==> src/rtl/da_fir.sv <==
module da_fir #(
  parameter int W     = 8,
  parameter int NTAPS = 6,
  parameter int CW    = 8,
  parameter int PSZ   = 3,
  parameter int RADIX = 2,
  parameter logic [NTAPS*CW-1:0] COEFS = 48'h09_80_7F_2D_EF_03,
  parameter int OW    = W + CW + $clog2(NTAPS) + 1
) (
  input  logic          clk,
  input  logic          rst_n,
  input  logic          in_valid,
  input  logic [W-1:0]  in_data,
  output logic          out_valid,
  output logic [OW-1:0] out_data
);

  localparam int B     = $clog2(RADIX);
  localparam int BS    = (B > 0) ? B : 1;
  localparam int NDIG  = W / BS;
  localparam int NPART = (NTAPS + PSZ - 1) / PSZ;
  localparam int TW    = CW + $clog2(PSZ) + 1;
  localparam int TSZ   = 1 << PSZ;
  localparam int CNW   = (NDIG > 1) ? $clog2(NDIG) : 1;
  localparam int IXW   = (W > 1) ? $clog2(W) : 1;

  if (RADIX < 2 || (1 << B) != RADIX || (W % BS) != 0 || PSZ < 1 || PSZ > 12) begin : g_bad_cfg
    $error("da_fir: illegal RADIX/PSZ setting");
  end

  function automatic logic signed [TW-1:0] part_sum(int p, int a);
    logic signed [TW-1:0] s;
    s = '0;
    for (int k = 0; k < PSZ; k++)
      if (a[k] && (p * PSZ + k) < NTAPS)
        s += TW'($signed(COEFS[(p*PSZ+k)*CW +: CW]));
    return s;
  endfunction

  logic signed [TW-1:0] tbl [NPART][TSZ];
  for (genvar gp = 0; gp < NPART; gp++) begin : g_tbl
    for (genvar ga = 0; ga < TSZ; ga++) begin : g_ent
      assign tbl[gp][ga] = part_sum(gp, ga);
    end
  end

  logic [W-1:0]         tap_q [NTAPS];
  logic                 busy_q;
  logic [CNW-1:0]       cnt_q;
  logic signed [OW-1:0] acc_q;

  wire [CNW-1:0] dig    = CNW'(NDIG - 1) - cnt_q;
  wire           last   = (cnt_q == CNW'(NDIG - 1));
  wire           accept = in_valid && (!busy_q || last);

  logic [PSZ-1:0] addr [BS][NPART];
  for (genvar gb = 0; gb < BS; gb++) begin : g_bit
    wire [IXW-1:0] pos = IXW'(int'(dig) * BS + gb);
    for (genvar gp = 0; gp < NPART; gp++) begin : g_prt
      for (genvar gk = 0; gk < PSZ; gk++) begin : g_tap
        if (gp * PSZ + gk < NTAPS) begin : g_live
          assign addr[gb][gp][gk] = tap_q[gp*PSZ+gk][pos];
        end else begin : g_pad
          assign addr[gb][gp][gk] = 1'b0;
        end
      end
    end
  end

  logic signed [OW-1:0] dsum, term;
  always_comb begin
    dsum = '0;
    term = '0;
    for (int b = 0; b < BS; b++) begin
      for (int p = 0; p < NPART; p++) begin
        term = OW'(tbl[p][addr[b][p]]) <<< b;
        if (b == BS - 1 && cnt_q == '0) dsum -= term;
        else                            dsum += term;
      end
    end
  end

  wire signed [OW-1:0] acc_nx = ((cnt_q == '0) ? '0 : (acc_q <<< BS)) + dsum;

  always_ff @(posedge clk or negedge rst_n) begin
    if (!rst_n) begin
      busy_q    <= 1'b0;
      cnt_q     <= '0;
      acc_q     <= '0;
      out_valid <= 1'b0;
      out_data  <= '0;
      for (int i = 0; i < NTAPS; i++) tap_q[i] <= '0;
    end else begin
      out_valid <= 1'b0;
      if (busy_q) begin
        acc_q <= acc_nx;
        cnt_q <= cnt_q + CNW'(1);
        if (last) begin
          out_valid <= 1'b1;
          out_data  <= acc_nx;
          busy_q    <= 1'b0;
        end
      end
      if (accept) begin
        busy_q   <= 1'b1;
        cnt_q    <= '0;
        tap_q[0] <= in_data;
        for (int i = NTAPS - 1; i > 0; i--) tap_q[i] <= tap_q[i-1];
      end
    end
  end

endmodule

==> config.mk <==
export PLATFORM = sky130hd
export DESIGN_NAME = da_fir
export DESIGN_NICKNAME = d
export VERILOG_FILES = /design/src/rtl/da_fir.sv
export SDC_FILE = /design/constraint.sdc
export NUM_CORES = 1
export LEC_CHECK = 0
export CAP_MARGIN = 0
export CORE_ASPECT_RATIO = 1.75
export CORE_MARGIN = 1.5
export CORE_UTILIZATION = 45
export DETAILED_ROUTE_END_ITERATION = 7
export DONT_BUFFER_PORTS = 1
export PLACE_DENSITY = 0.7
export SLEW_MARGIN = 30
export SYNTH_ARGS = -nofsm -noshare
export SYNTH_HDL_FRONTEND = slang
export SYNTH_SLANG_ARGS = --single-unit
==> constraint.sdc <==
create_clock -name clk -period 8.2 [get_ports clk]
set_input_delay 0 -clock clk [delete_from_list [all_inputs] [get_ports clk]]
set_output_delay 0 -clock clk [all_outputs]
set_load 0.01 [all_outputs]
After elaboration in Yosys (flattened, before gate mapping) --
Memory sizes are Yosys's and may differ from the RTL's. Index checks and enable logic that the tools add are counted.
Storage, ports and cells: bits in registers 92, bits in latches 0, RAM bits 0, ROM bits 176, input port bits 11, output and inout port bits 21, word-level logic and storage cells 57, memories kept 2
Memory list:
- (no name shown) | words 8, bits a word 11, read ports 1, clocked after Yosys merged registers in 0, wr ports 0, line 76 | term = OW'(tbl[p][addr[b][p]]) <<< b;
- (no name shown) | words 8, bits a word 11, read ports 1, clocked after Yosys merged registers in 0, wr ports 0, line 76
Operators by class: add/subtract/negate cells 6, $mul 0, div/mod/pow operators 0, order comparisons 3, equality and inequality tests 1, shift operators 0, muxes and demuxes 26, bitwise operators 2, reduce and logical (&&, ||, !) cells 6
Operators by type and width (count):
- $mux W20 | 3
- $mux W11 | 4
- $add A20 B11 Y20 | 1
- $add A20 B20 Y20 | 1
- $sub A20 B11 Y20 | 1
- $bmux W1 S3 | 6
- $sub A1 B11 Y12 const A | 1
- $mux W1 | 11
- $ge A4 B4 Y1 const B | 2
- $not A3 Y4 | 2
- $mux W3 | 2
- $lt A3 B4 Y1 const B | 1
- $add A3 B1 Y3 const B | 1
- $eq A3 B3 Y1 const B | 1
- $logic_not A3 Y1 | 1
- $sub A3 B3 Y3 const A | 1
- $reduce_and A2 Y1 | 1
- $reduce_bool A2 Y1 | 1
- $logic_and A1 B1 Y1 | 1
- $logic_not A1 Y1 | 1
- $logic_or A1 B1 Y1 | 1

Longest topological paths before layout --
Gate-level depths: netlist (run 1).
depth in word-level cells 12, mapped depth 28, mapped depth without buffers 27

Least setup slack after synthesis (run 1) --
OpenSTA, ideal clock, no wires.
path type register to register, start point reg cnt_q[0], end point reg out_data[19], setup time 0.072 ns, arrival time 5.731 ns, required time 8.128 ns, setup slack 2.398 ns, cell stages (with the launch flop) 29, buffers on the path 1, clock period less this slack 5.802 ns, cell sequence dfrtp_1 -> buf_2 -> mux4_2 -> mux2i_1 -> inv_1 -> ha_1 -> nor3_1 -> a21oi_1 -> ha_1 -> nor2_1 -> nor2_1 -> fa_1 -> a21o_1 -> a21oi_1 -> o21ba_1 -> o21a_1 -> o31ai_1 -> a21oi_1 -> nand2b_1 -> a31oi_1 -> ha_1 -> a21o_1 -> a21o_1 -> nand2_1 -> nand2_1 -> a211oi_1 -> o21ai_1 -> a211o_1 -> nand3_1
On the way: word-level cells in the longest chain between the ends 12, elaborated cells between the ends (all ways) 31, classes of those cells add/sub: 5; eq/ne: 1; mux: 19; bitwise: 2; reduce/logical: 2; memory: 2
RTL lines:
- from (decl) | line 49 | logic [CNW-1:0] cnt_q;
- from (signal assigned) | line 97 | cnt_q <= cnt_q + CNW'(1);
- $sub A3 B3 Y3 | line 52 | wire [CNW-1:0] dig = CNW'(NDIG - 1) - cnt_q;
- $bmux W1 S3 | line 62 | assign addr[gb][gp][gk] = tap_q[gp*PSZ+gk][pos];
- $mux W1 (implied by the code) | line 62
- $not A3 Y4 (implied by the code) | line 76
- $mem_v2 Z8 W11
- $mux W11 (implied by the code) (2 in series) | line 76
- $sub A1 B11 Y12 | line 77 | if (b == BS - 1 && cnt_q == '0) dsum -= term;
- $mux W20 | line 77
- $add A20 B11 Y20 / $sub A20 B11 Y20 (equally long branches) | line 78, 77
- $mux W20 | line 77
- $add A20 B20 Y20 | line 83 | wire signed [OW-1:0] acc_nx = ((cnt_q == '0) ? '0 : (acc_q <<< BS)) + dsum;
- to (signal assigned) | line 100 | out_data <= acc_nx;
- to (decl) | line 15 | output logic [OW-1:0] out_data
Several ways; a longest one is shown, not always the timed one. The select of a mux whose other input is x is not followed. A chain may end at the register's enable or synchronous reset.

Worst setup path after layout (run 1) --
start point reg cnt_q[0], end point reg out_data[17]
The elaborated chain is that of the path after synthesis.

==> results of run 1 <==
[flip-flops by register name, summed over array words and instances (netlist names)]
register,flops
out_data,20
acc_q,19
cnt_q,3
out_valid,1
busy_q,1
tap_q,48
[synth_stat cells, types with 4 or more instances]
cell	n	area, sq um
and2_1	19	118.9
ha_1	51	638.1
o21bai_1	7	52.55
mux4_2	12	270.3
nand3b_1	5	37.54
inv_1	18	67.56
a21o_1	12	90.09
mux2_1	8	90.09
nor2b_1	4	25.02
mux2i_1	9	90.09
xnor2_1	25	219.0
xor2_1	10	87.58
clkbuf_1	17	63.81
a21oi_1	38	190.2
o21a_1	6	45.04
nor2_1	39	146.4
nand2_1	54	202.7
dfrtp_1	92	2302
o21ai_1	15	75.07
mux2_2	62	698.2
nor3_1	8	40.04
nand3_1	14	70.07
o21ai_0	14	70.07
a211oi_1	5	37.54
nand2b_1	9	56.30
[path summary, 6_finish.rpt]
path / startpoint / end / slack, ps / cells past startpoint
setup / recovery: cnt_q[0]$_DFFE_PN0P_ / out_data[17]$_DFFE_PN0P_ / 1560 / 25
hold / removal: rst_n / acc_q[3]$_DFFE_PN0P_ / 280 / 2
setup reg to reg: cnt_q[0]$_DFFE_PN0P_ / out_data[17]$_DFFE_PN0P_ / 1560 / 25
hold reg to reg: tap_q[6]$_DFFE_PN0P_ / tap_q[6]$_DFFE_PN0P_ / 500 / 1
max in group asynchronous: rst_n / tap_q[6]$_DFFE_PN0P_ / 7580 / 2
min in group clk: in_valid / tap_q[19]$_DFFE_PN0P_ / 330 / 2
[area by class of cell]
class                      instances  area, sq um
fill                            1228         6635
inverter                          21        78.83
multi-input combinational        471         3761
clock buffer                       9        225.2
tap                              174        217.7
timing repair buffer              15        165.2
sequential                        92         2302
clock inverter                     7        67.56
[metal layers]
metal	routed length, microns	vias to the layer above	global-route usage [%]
met2	7697	54	38.59
met1	4851	2190	18.63
met4	375	0	7.473
met3	223	24	2.483
met5	0	-	0
li1	-	2176	-
[worst max-delay path: stages, from the launching register on]
cell and delay, ps:
dfrtp_1 860, mux4_2 630, mux2i_1 330, inv_1 150
ha_1 270, nor3_1 250, a21oi_1 100, ha_1 330
nor2_1 100, nor2_1 90, fa_1 440, a21o_1 180
a21oi_1 230, o21ba_1 180, o21a_1 150, nor2_1 70
a21o_1 190, a21oi_1 170, xnor2_1 90, ha_1 370
a21o_1 210, a21oi_1 200, nand3_1 170, a211oi_1 370
xnor2_1 140, mux2_2 270
[per-stage QoR]
stage / cells / util (%) / worst slack [ps]
2_1_floorplan: 605 / - / 2398
3_3_place_gp: 761 / 47.38 / 1748
3_5_place_dp: 762 / 47.53 / 1653
4_1_cts: 789 / 50.65 / 1586
5_1_grt: 789 / 50.68 / 1079
6_report: 789 / 50.68 / 1559
[logic make-up (layout without fill, tap and decap cells)]
group / count (synthesis) / after routing
xor+xnor: 35 / 35
simple gates: 169 / 169
compound gates: 121 / 121
fa+ha+maj: 54 / 54
mux: 92 / 92
buf+inv: 42 / 52
flops: 92 / 92
==> out/qor.csv, run 1 <==
stage;metric;value;unit
final_layout;share of cells above drive strength 1;17.07;%
sta;endpoints failing setup;0;
clock_network;hold buffer count at cts;11;
global_route;vias in the first global route;4559;
die;FP Rows;56;
synthesis;post-synthesis mux area share;18.87;%
clock_network;post-CTS setup buffer count;0;
critical_path;Worst Setup End Kind;register;
clock_network;clk root buf;clkbuf_16;
clock_network;worst-case clock buffer depth;2;
route;Routed wire per std cell;16.66;microns
final_layout;final instance area;6818;sq um
critical_path;crit path launch type;register;
die;I/O pins;32;
final_layout;fin nets;675;
synthesis;YS warnings;0;
sta;Final Hold Fails;0;
sta;fmax;150.6;MHz
placed_design;GP Congestion;0.8535;
clock_network;CTS clk-pin slew, worst paths;70;ps
synthesis;Post-Syn Area;6206;sq um
synthesis;Distinct cells, synth;52;
route;Vias;4444;
sta;Slew @ Worst Pin;792.3;ps
clock_network;CTS Buf Count;9;
synthesis;xor/xnor share of the synthesized area;4.940;%
synthesis;gate count after technology mapping;605;
synthesis;Synth Register Bits;92;
sta;Final Hold Slack;276.2;ps
route;1st-iter DRT viols;162;
sta;Fin Clk Skew;11.14;ps
final_layout;most frequent cells in the layout;92 x dfrtp_1, 62 x mux2_2, 53 x nand2_1;
die;Die Span X;91.77;microns
synthesis;syn_nets;670;
final_layout;commonest non-fill, non-tap cell in the layout;dfrtp_1;
synthesis;syn avg cell area;10.26;sq um
global_route;largest net degree at the start of global routing;93;
route;drt drc;0;
die;starting density of the core;46.13;%
placed_design;DP Wirelength;9.758;mm
global_route;Total GRT Usage;18.83;%
final_layout;P&R area growth vs syn;9.859;%
die;Die Footprint;14530;sq um
synthesis;adder-cell share of the synthesized area;11.25;%
critical_path;Critical Path RT;8440;ps
die;die height;158.4;microns
placed_design;Post-DP Area;6394;sq um
placed_design;# port buffers;0;
sta;RSZ-0062 raised after global routing;no;
sta;max_slew headroom;47.18;%
route;Vias/cell;5.632;
clock_network;CTS tree;done;
sta;final worst-path cycle share;80.99;%
synthesis;ys async rst share;100.0;%
global_route;gr ovfl total;0;
route;Detail Route Antenna Nets;0;
synthesis;simple-gate share of the synthesized area;13.17;%
clock_network;# resized after CTS;0;
clock_network;clk_lat worst skew;350;ps
synthesis;combinational family with the most area after synthesis;multiplexers;
critical_path;critical-path maximum fanout;14;
synthesis;top_reg_cell synth;dfrtp_1;
global_route;first-pass GRT wire length;21.48;mm
sta;min Tclk post-route;6641;ps
final_layout;n_diodes;0;
flow_run;maxcap violations;0;
critical_path;WP data arrival;6880;ps
synthesis;post-synthesis compound-gate area fraction;12.12;%
global_route;initial antenna violation count;0;
die;Core ar.;13450;sq um
hold_path;worst hold-check path type;input pin to asynchronous set/reset pin;
clock_network;Clock Sinks;92;
run_status;status;finished clean;
route;DR pass1 iterations;4;
synthesis;register area share after synthesis;37.10;%
sta;max-slew violation count;0;
synthesis;Post-synth EDFFs;0;
critical_path;Crit Path Class;register to register;
route;WL final;13.15;mm
sta;setup_tns;0;ps
clock_network;H-tree levels;3;
Power of run 1 is not shown: default switching activity piles up to over one toggle a cycle in this logic, so the estimate is an artifact.
==> run 2: changes to the inputs <==
==> constraint.sdc (replaced) <==
create_clock -name clk -period 6.9 [get_ports clk]
set_input_delay 0 -clock clk [delete_from_list [all_inputs] [get_ports clk]]
set_output_delay 0 -clock clk [all_outputs]
set_load 0.01 [all_outputs]
==> run 2 against run 1 <==
Register-to-register slack lost 1100 ps; clock skew shrank 0.87 ps; design area up 0.18%; die area unchanged; critical path depth grew 1; global-route usage up 1.2 points; highest routed layer unchanged; cell count grew 0.38%.
==> out/qor.csv, run 2 (synthesis results as in run 1) <==
stage;metric;value;unit
critical_path;CP peak stage delay;710;ps
final_layout;Largest Register;tap_q;
clock_network;clk_lat worst skew;350;ps
sta;setup_tns;0;ps
die;FP Rows;56;
global_route;vias in the first global route;4711;
die;die height;158.4;microns
die;Core ar.;13450;sq um
placed_design;DP Wirelength;10.31;mm
final_layout;P&R area growth vs syn;10.06;%
clock_network;clk root buf;clkbuf_16;
critical_path;Worst Setup End Kind;register;
global_route;Total GRT Usage;20.03;%
clock_network;CTS tree;done;
final_layout;fin nets;678;
critical_path;critical-path maximum fanout;13;
critical_path;cells on worst reg2reg path;26;
sta;Fin Clk Skew;10.27;ps
sta;endpoints failing setup;0;
clock_network;H-tree levels;3;
placed_design;GP Congestion;0.8903;
final_layout;max FFs per register;48;
final_layout;footprint of the multi-input gates;3757;sq um
critical_path;WP data arrival;6770;ps
route;drt drc;0;
hold_path;worst hold-check path type;input pin to asynchronous set/reset pin;
critical_path;Crit Path Class;register to register;
route;DR pass1 iterations;7;
critical_path;CP Launch Point;cnt_q[1]$_DFFE_PN0P_;
route;Routed wire per std cell;17.63;microns
global_route;gr ovfl total;0;
critical_path;crit path launch type;register;
run_status;status;finished clean;
route;1st-iter DRT viols;211;
final_layout;final instance area;6830;sq um
final_layout;n_diodes;0;
sta;Slew @ Worst Pin;722.0;ps
sta;Final Hold Fails;0;
global_route;largest net degree at the start of global routing;93;
critical_path;Critical Path RT;7190;ps
sta;fmax;154.3;MHz
sta;max_slew headroom;50.62;%
global_route;first-pass GRT wire length;22.45;mm
final_layout;share of cells above drive strength 1;17.48;%
critical_path;cell repeated most along the worst path;a21oi_1;
route;Vias/cell;5.761;
clock_network;Clock Sinks;92;
clock_network;CTS clk-pin slew, worst paths;70;ps
final_layout;top flop regs;tap_q: 48 flops, out_data: 20 flops, acc_q: 19 flops;
clock_network;post-CTS setup buffer count;0;
die;starting density of the core;46.13;%
critical_path;reg-to-reg startpoint;cnt_q[1]$_DFFE_PN0P_;
die;Die Span X;91.77;microns
global_route;initial antenna violation count;0;
critical_path;CP max-delay cell;dfrtp_1;
sta;max-slew violation count;0;
final_layout;commonest non-fill, non-tap cell in the layout;dfrtp_1;
placed_design;# port buffers;0;
placed_design;Post-DP Area;6412;sq um
final_layout;Final Util;50.77;%
die;Die Footprint;14530;sq um
clock_network;worst-case clock buffer depth;2;
final_layout;most frequent cells in the layout;91 x dfrtp_1, 62 x mux2_2, 53 x nand2_1;
sta;min Tclk post-route;6480;ps
flow_run;maxcap violations;0;
clock_network;CTS Buf Count;9;
route;WL final;13.96;mm
final_layout;Register Area;2306;sq um
route;Detail Route Antenna Nets;0;
sta;final worst-path cycle share;93.91;%
final_layout;fillers;1242;
route;Vias;4563;
die;I/O pins;32;
sta;RSZ-0062 raised after global routing;no;
## run 2: metrics by stage
step | hold slack (ps) | worst slack, ps | std cells
after global routing | 313.9 | 2.222 | 792
after detailed placement | -291.0 | 312.0 | 765
after floorplan | -295.6 | 1098 | 605
after global placement | -290.6 | 459.1 | 764
after CTS | 299.7 | 250.0 | 792
final | 267.5 | 420.2 | 792
## run 2: final cells by class
type                    count  area share (%)
repair buffers             18           2.693
well taps                 174           3.187
multi-input cells         471           55.01
clock inverters             6          0.6961
inverters                  21           1.154
flip-flops and latches     92           33.76
clock buffers              10           3.499
## run 2: final timing paths
check,end,slack [ps]
worst max-delay path,out_data[19]$_DFFE_PN0P_,420
worst min-delay path,cnt_q[1]$_DFFE_PN0P_,270
worst max register to register,out_data[19]$_DFFE_PN0P_,420
worst min register to register,acc_q[2]$_DFFE_PN0P_,500
max in group asynchronous,cnt_q[0]$_DFFE_PN0P_,6290
min in group clk,tap_q[18]$_DFFE_PN0P_,310
## run 2: worst max-delay path: cells and delay by family (launching register included)
| family | cells | cell delay [ps] |
|---|---|---|
| adders and majority gates | 4 | 1350 |
| and+or+nand+nor | 6 | 740 |
| buffers and inverters | 1 | 150 |
| xor gates and xnor gates | 1 | 180 |
| DFF | 1 | 710 |
| muxes | 2 | 780 |
| AOI/OAI and AO/OA | 12 | 2490 |
## run 2: repair_timing
item | in CTS | in global routing
resized for setup | 0 | 2
hold buffers | 11 | 0
endpoints found under the hold margin | 104 | 0
setup endpoints to repair | 0 | 5
## run 2: routing by layer
| metal | vias up | track usage (%) | share of wire [%] |
|---|---|---|---|
| li1 | 2182 | - | - |
| met1 | 2239 | 19.10 | 36 |
| met2 | 109 | 40.72 | 58 |
| met3 | 33 | 3.582 | 2.8 |
| met4 | 0 | 8.864 | 3.2 |
| met5 | - | 0 | 0 |
Power of run 2 is left out for the same reason.
